## src/rtl/tcinv_pkg.sv

```systemverilog
package tcinv_pkg;
  // Strobes from the sequencer to the datapath.
  typedef struct packed {
    logic load;   // capture a new command
    logic step;   // compare and clear for the current entry
  } ctrl_strobe_t;
endpackage

```

## src/rtl/tcinv_ctrl.sv

```systemverilog
module tcinv_ctrl
  import tcinv_pkg::*;
#(
  parameter int CNT_W = 11
) (
  input  logic             clk,
  input  logic             rstN,
  input  logic             cmdWrite,
  input  logic [CNT_W-1:0] cntField,
  output ctrl_strobe_t     strobe,
  output logic             busy
);
  localparam int REM_W = CNT_W + 1;
  localparam logic [REM_W-1:0] MAX_RUN = REM_W'(1) << CNT_W;

  logic [REM_W-1:0] remain;

  always_comb begin
    strobe.load = cmdWrite && !busy;
    strobe.step = busy;
  end

  always_ff @(posedge clk or negedge rstN) begin
    if (!rstN) begin
      busy   <= 1'b0;
      remain <= '0;
    end else if (strobe.load) begin
      busy   <= 1'b1;
      remain <= (cntField == '0) ? MAX_RUN : {1'b0, cntField};
    end else if (busy) begin
      remain <= remain - 1'b1;
      if (remain == REM_W'(1)) busy <= 1'b0;
    end
  end

  // a running walk always has work left
  p_remain_live_r4: assert property (@(posedge clk) disable iff (!rstN)
    busy |-> (remain != '0 && remain <= MAX_RUN));

  // busy ends only after the final entry
  p_finish_last_r4: assert property (@(posedge clk) disable iff (!rstN)
    $fell(busy) |-> $past(remain) == REM_W'(1));

  // a command during a walk does not reload the counter
  p_no_restart_r7: assert property (@(posedge clk) disable iff (!rstN)
    (busy && cmdWrite && remain > REM_W'(1)) |=> (busy && remain == $past(remain) - 1'b1));
endmodule

```

## src/rtl/tcinv_dp.sv

```systemverilog
module tcinv_dp
  import tcinv_pkg::*;
#(
  parameter int          LINES   = 8,
  parameter int          IDX_W   = 3,
  parameter int          ADDR_W  = 39,
  parameter int          CNT_W   = 11,
  parameter int          WIN_W   = 13,
  parameter logic [12:0] CMD_OFS = 13'h908
) (
  input  logic              clk,
  input  logic              rstN,
  input  ctrl_strobe_t      strobe,
  input  logic              busy,
  input  logic [WIN_W-1:0]  regAddr,
  input  logic              regWrEn,
  input  logic [63:0]       regWrData,
  output logic [63:0]       regRdData,
  input  logic              fillEn,
  input  logic [IDX_W-1:0]  fillIdx,
  input  logic [ADDR_W-1:0] fillTag,
  output logic [LINES-1:0]  lineValid,
  output logic              cmdWrite,
  output logic [CNT_W-1:0]  cntField
);
  localparam int ADDR_LO = 3;
  localparam int CNT_LO  = 64 - CNT_W;
  localparam int GAP_W   = 64 - CNT_W - ADDR_W - ADDR_LO;

  logic              offsetHit;
  logic              wrHit;
  logic [ADDR_W-1:0] addrField;
  logic [CNT_W-1:0]  cmdCnt;
  logic [ADDR_W-1:0] cmdAddr;
  logic [ADDR_W-1:0] curAddr;
  logic [ADDR_W-1:0] tagArr [LINES];
  logic [LINES-1:0]  valid;
  logic [LINES-1:0]  hit;
  logic [LINES-1:0]  fillOn;

  // Register decode
  always_comb begin
    offsetHit = (regAddr == CMD_OFS[WIN_W-1:0]);
    wrHit     = regWrEn && offsetHit;
    cmdWrite  = wrHit && regWrData[0];
    cntField  = regWrData[63:CNT_LO];
    addrField = regWrData[ADDR_LO+ADDR_W-1:ADDR_LO];
  end

  // Command fields and walk pointer
  always_ff @(posedge clk or negedge rstN) begin
    if (!rstN) begin
      cmdCnt  <= '0;
      cmdAddr <= '0;
      curAddr <= '0;
    end else if (strobe.load) begin
      cmdCnt  <= cntField;
      cmdAddr <= addrField;
      curAddr <= addrField;
    end else if (strobe.step) begin
      curAddr <= curAddr + 1'b1;
    end
  end

  // Tag array: compare every line against the current entry
  for (genvar i = 0; i < LINES; i++) begin : g_line
    assign hit[i]    = valid[i] && (tagArr[i] == curAddr);
    assign fillOn[i] = fillEn && (fillIdx == IDX_W'(i));

    always_ff @(posedge clk or negedge rstN) begin
      if (!rstN) begin
        valid[i]  <= 1'b0;
        tagArr[i] <= '0;
      end else if (fillOn[i]) begin
        valid[i]  <= 1'b1;
        tagArr[i] <= fillTag;
      end else if (strobe.step && hit[i]) begin
        valid[i]  <= 1'b0;
      end
    end

    // a hit during a step leaves the line invalid
    p_clear_hit_r5: assert property (@(posedge clk) disable iff (!rstN)
      (strobe.step && hit[i] && !fillOn[i]) |=> !lineValid[i]);

    // no step and no fill means no change
    p_hold_idle_r5: assert property (@(posedge clk) disable iff (!rstN)
      (!strobe.step && !fillOn[i]) |=> $stable(lineValid[i]));

    // a fill always leaves its line valid
    p_fill_wins_r9: assert property (@(posedge clk) disable iff (!rstN)
      fillOn[i] |=> lineValid[i]);
  end

  assign lineValid = valid;

  // Read-back
  always_comb begin
    if (offsetHit)
      regRdData = {cmdCnt, {GAP_W{1'b0}}, cmdAddr, 2'b00, busy};
    else
      regRdData = '0;
  end

  // fields hold while a walk runs
  p_ignore_busy_r7: assert property (@(posedge clk) disable iff (!rstN)
    (busy && wrHit) |=> ($stable(cmdAddr) && $stable(cmdCnt)));
endmodule

```

## src/rtl/tcinv_engine.sv

```systemverilog
module tcinv_engine
  import tcinv_pkg::*;
#(
  parameter int LINES  = 8,
  parameter int IDX_W  = $clog2(LINES),
  parameter int ADDR_W = 39,
  parameter int CNT_W  = 11,
  parameter int WIN_W  = 13
) (
  input  logic              clk,
  input  logic              rstN,
  input  logic [WIN_W-1:0]  regAddr,
  input  logic              regWrEn,
  input  logic [63:0]       regWrData,
  output logic [63:0]       regRdData,
  input  logic              fillEn,
  input  logic [IDX_W-1:0]  fillIdx,
  input  logic [ADDR_W-1:0] fillTag,
  output logic [LINES-1:0]  lineValid
);
  ctrl_strobe_t     strobe;
  logic             busy;
  logic             cmdWrite;
  logic [CNT_W-1:0] cntField;

  tcinv_ctrl #(.CNT_W(CNT_W)) u_ctrl (
    .clk      (clk),
    .rstN     (rstN),
    .cmdWrite (cmdWrite),
    .cntField (cntField),
    .strobe   (strobe),
    .busy     (busy)
  );

  tcinv_dp #(
    .LINES  (LINES),
    .IDX_W  (IDX_W),
    .ADDR_W (ADDR_W),
    .CNT_W  (CNT_W),
    .WIN_W  (WIN_W)
  ) u_dp (
    .clk       (clk),
    .rstN      (rstN),
    .strobe    (strobe),
    .busy      (busy),
    .regAddr   (regAddr),
    .regWrEn   (regWrEn),
    .regWrData (regWrData),
    .regRdData (regRdData),
    .fillEn    (fillEn),
    .fillIdx   (fillIdx),
    .fillTag   (fillTag),
    .lineValid (lineValid),
    .cmdWrite  (cmdWrite),
    .cntField  (cntField)
  );
endmodule

```

## config.mk

```make
export PLATFORM = sky130hd
export DESIGN_NAME = tcinv_engine
export DESIGN_NICKNAME = d
export VERILOG_FILES = /design/src/rtl/tcinv_pkg.sv /design/src/rtl/tcinv_ctrl.sv /design/src/rtl/tcinv_dp.sv /design/src/rtl/tcinv_engine.sv
export SDC_FILE = /design/constraint.sdc
export NUM_CORES = 1
export LEC_CHECK = 0
export CORE_MARGIN = 1
export CORE_UTILIZATION = 58
export CTS_CLUSTER_DIAMETER = 200
export DETAILED_ROUTE_END_ITERATION = 12
export DONT_BUFFER_PORTS = 1
export PLACE_DENSITY = 0.76
export SLEW_MARGIN = 25
export SYNTH_ARGS = -nofsm -noshare
export SYNTH_HDL_FRONTEND = slang
export SYNTH_SLANG_ARGS = --single-unit
```

## constraint.sdc

```tcl
create_clock -name clk -period 1.8 [get_ports clk]
set_input_delay 0.18 -clock clk [delete_from_list [all_inputs] [get_ports clk]]
set_output_delay 0.18 -clock clk [all_outputs]
set_load 0.02 [all_outputs]
```

==> results.toml <==
[layout]
multiInputGateArea_um2 = 10740
seq_area_um2 = 10590
nets = 2076
nFillCells = 2271
area_growth_pct = 23.53
drive_gt1_share_pct = 39.13
final_util_pct = 72.72

[global_routing]
grt_pass1_vias = 15100
grt_pass1_wl_mm = 95.74
grt_usage_pct = 34.09
antenna_found_initial = 7
grt_max_degree = 423
grt_overflow = 0

[die]
core_area_um2 = 36520
dieArea_um2 = 37840
die_h_um = 194.5
io_pins = 195
rows = 70
die_w_um = 194.5
initial_core_util_pct = 58.87

[timing]
timing.fmax_mhz = 497.1
setup_ws_ns = -0.2117
drv_slew = 30
finalSetupViolations = 13
tightest_slew_ns = 1.514
hold_slack_ns = -0.6960
slew_headroom_pct = -0.9070
min_period_ns = 2.012
fin_skew_ns = 0.03375
rsz0062_at_grt = "yes"
fin_crit_sh_pct = 111.8
finalHoldViolations = 422

[run_status]
violations = "hold timing, slew limit, setup timing"
status = "complete, but fails checks"

[detailed_routing]
drtIter0Drc = 1367
viasPerCell = 6.108
vias = 15000
wl_per_cell_um = 26.29
drc = 0
dr.pass1.iters = 7
drt_wl_total_mm = 64.56
final_antenna_net_count = 0

[yosys]
synth_edf_count = 0
synth.avg_cell_area_um2 = 12.71
synth_common_cells = "422 x dfrtp_1, 354 x mux2_2, 202 x xnor2_1, 138 x xor2_1, 88 x mux2i_1"
ys_seq_area_share_pct = 49.12
synth.area.top_cells = "dfrtp_1 49%, mux2_2 19%, xnor2_1 8.2%"
yosys_most_used_dff = "dfrtp_1"
ys_seq_elements = 422
synth_most_common_cell = "dfrtp_1"
synth_cells = 1691
yosysUniqueCellTypes = 56
synth-async-reset-ratio_pct = 100.0
synth.top_cell.area_share_pct = 49.12
yosysTopAreaCell = "dfrtp_1"
synth_warnings = 0
syn_area_um2 = 21500

[worst_setup_path]
reg2reg_from = "u_dp.curAddr[29]$_DFFE_PN0P_"
crit_path_start_kind = "flop"
cp.arrival_ns = 2.48
worstSetupPathType = "reg2reg"
reg2reg_depth = 7
path_max_fanout = 5
endpoint_kind = "flop"
r2r_slack_ns = -0.21
r2r_end = "u_dp.lineValid[3]$_DFFE_PN0P_"
worstPathRequired_ns = 2.27

[worst_hold_path]
min_path_type = "in2async"

[clocking]
clk_latency_ns = 0.61
cts-root-buf = "clkbuf_16"
cts_inserted_buffers = 44
clk_pin_slew_ns = 0.06
cts_tree = "done"
htree_levels = 2
clock-sinks = 422
clockBufferDepth = 3
hold_buffers = 95

[placement]
pre_cts_ws_ns = -0.2777
port_buffers = 0
globalplace.congestion = 0.9174
dpl.hpwl_mm = 43.32

[run]
maxCapViolations = 0

[power_and_ir_drop]
powerDensity_nw_per_um2 = 981.5
ir_worst_vdd_uv = 873.1
p_leak_nw = 11.31
-- kinds of logic (layout without fill, tap and decap cells) --
logic type	count (synthesis)	in the layout	synth area share, %
adder cells (fa/ha/maj)	3	3	0.1746
buffers and inverters	144	424	4.167
XOR/XNOR	340	340	13.85
multiplexers	446	446	22.85
AND/OR/NAND/NOR	288	288	8.316
flip-flops	422	422	49.12
other	1	18	0.01744
AO/OA/AOI/OAI	47	47	1.513
-- state kept, by name, summed over array words and instances, names as in the netlist --
| name | cells |
|---|---|
| u_dp.tagArr | 312 |
| u_dp.cmdAddr | 39 |
| u_dp.curAddr | 39 |
| u_ctrl.remain | 12 |
| u_dp.cmdCnt | 11 |
| u_dp.lineValid | 8 |
| u_ctrl.busy | 1 |
-- through the flow --
stage	total power [mW]	area (um^2)	hold WS, ns	setup TNS [ns]	std cells
final	26.07	26560	-0.6960	-0.7118	2456
after CTS	25.80	26100	-0.7163	-0.3073	2441
after global routing	26.89	26560	-0.7106	-1.574	2455
after floorplan	14.97	21550	-0.1156	0	1703
after global placement	15.97	23230	-0.1036	-2.669	2256
after detailed placement	16.20	23230	-0.09698	-3.373	2256
-- routing by layer --
metal,track usage [%],vias up,wire length (um)
met5,0,-,38
met2,54.06,694,30300
met4,11.96,6,2471
li1,-,6420,-
met3,7.791,164,5470
met1,46.16,7718,26280
-- worst max-delay path, cell delays in order (launching register included) --
cell	delay [ns]
dfrtp_1	0.42
buf_12	0.16
xor2_1	0.17
nor4_2	0.37
buf_4	0.20
nand4_1	0.19
nor4_1	0.24
a32oi_1	0.13
-- power by group --
group	switching [mW]	leakage [nW]	total, mW	internal, mW
clock	3.99	0.726	9.18	5.19
sequential	1.22	5.17	12.3	11.1
combinational	2.04	5.41	4.59	2.55
total	7.25	11.3	26.1	18.8
-- final cells by class --
type                    count  area share [%]
multi-input cells        1137           40.44
clock buffers              52           4.485
clock inverters            27          0.9375
well taps                 468           2.205
diodes                      5         0.04711
inverters                  26          0.3675
repair buffers            319           11.66
flip-flops and latches    422           39.86
-- worst max-delay path by stage --
stage                                  from  slack (ns)  cells after the start                            end
6_report       u_dp.curAddr[29]$_DFFE_PN0P_       -0.21                      7  u_dp.lineValid[3]$_DFFE_PN0P_
5_1_grt        u_dp.curAddr[20]$_DFFE_PN0P_       -0.29                      7  u_dp.lineValid[3]$_DFFE_PN0P_
4_1_cts         u_dp.curAddr[1]$_DFFE_PN0P_       -0.09                      5  u_dp.lineValid[5]$_DFFE_PN0P_
3_5_place_dp   u_dp.curAddr[10]$_DFFE_PN0P_       -0.28                      7  u_dp.lineValid[3]$_DFFE_PN0P_
3_3_place_gp   u_dp.curAddr[23]$_DFFE_PN0P_       -0.24                      7   u_dp.curAddr[27]$_DFFE_PN0P_
2_1_floorplan  u_dp.curAddr[20]$_DFFE_PN0P_        0.08                      5  u_dp.lineValid[5]$_DFFE_PN0P_
-- repair_timing --
action	4_1_cts	5_1_grt
cloned	0	0
setup buffers	12	12
endpoints found under the setup margin	31	33
endpoints found under the hold margin	837	422
pin swaps	31	40
gates resized for setup	77	74
-- layout by cell type, fill, tap and decap left out, types with 6 or more instances in the layout --
master / Yosys / routed
nor3_1: 28 / 21
nor4_2: 3 / 23
xor2_1: 138 / 132
o21ai_1: 7 / 7
dlygate4sd3_1: 0 / 95
buf_4: 45 / 168
nor4_1: 49 / 20
o21ai_0: 9 / 9
nand4_1: 53 / 53
nand2_1: 30 / 29
buf_6: 7 / 27
xnor2_1: 202 / 183
dfrtp_2: 0 / 17
and2_1: 52 / 50
dfrtp_1: 422 / 404
clkbuf_8: 0 / 6
nor2_1: 14 / 11
mux2i_1: 88 / 88
and4_4: 0 / 6
inv_1: 26 / 26
xnor2_2: 0 / 19
nand3_1: 19 / 17
nor4_4: 0 / 9
conb_1: 1 / 13
mux2_2: 354 / 354
clkbuf_16: 0 / 44
clkinv_2: 0 / 18
buf_12: 6 / 29
(Power assumes the default switching activity.)
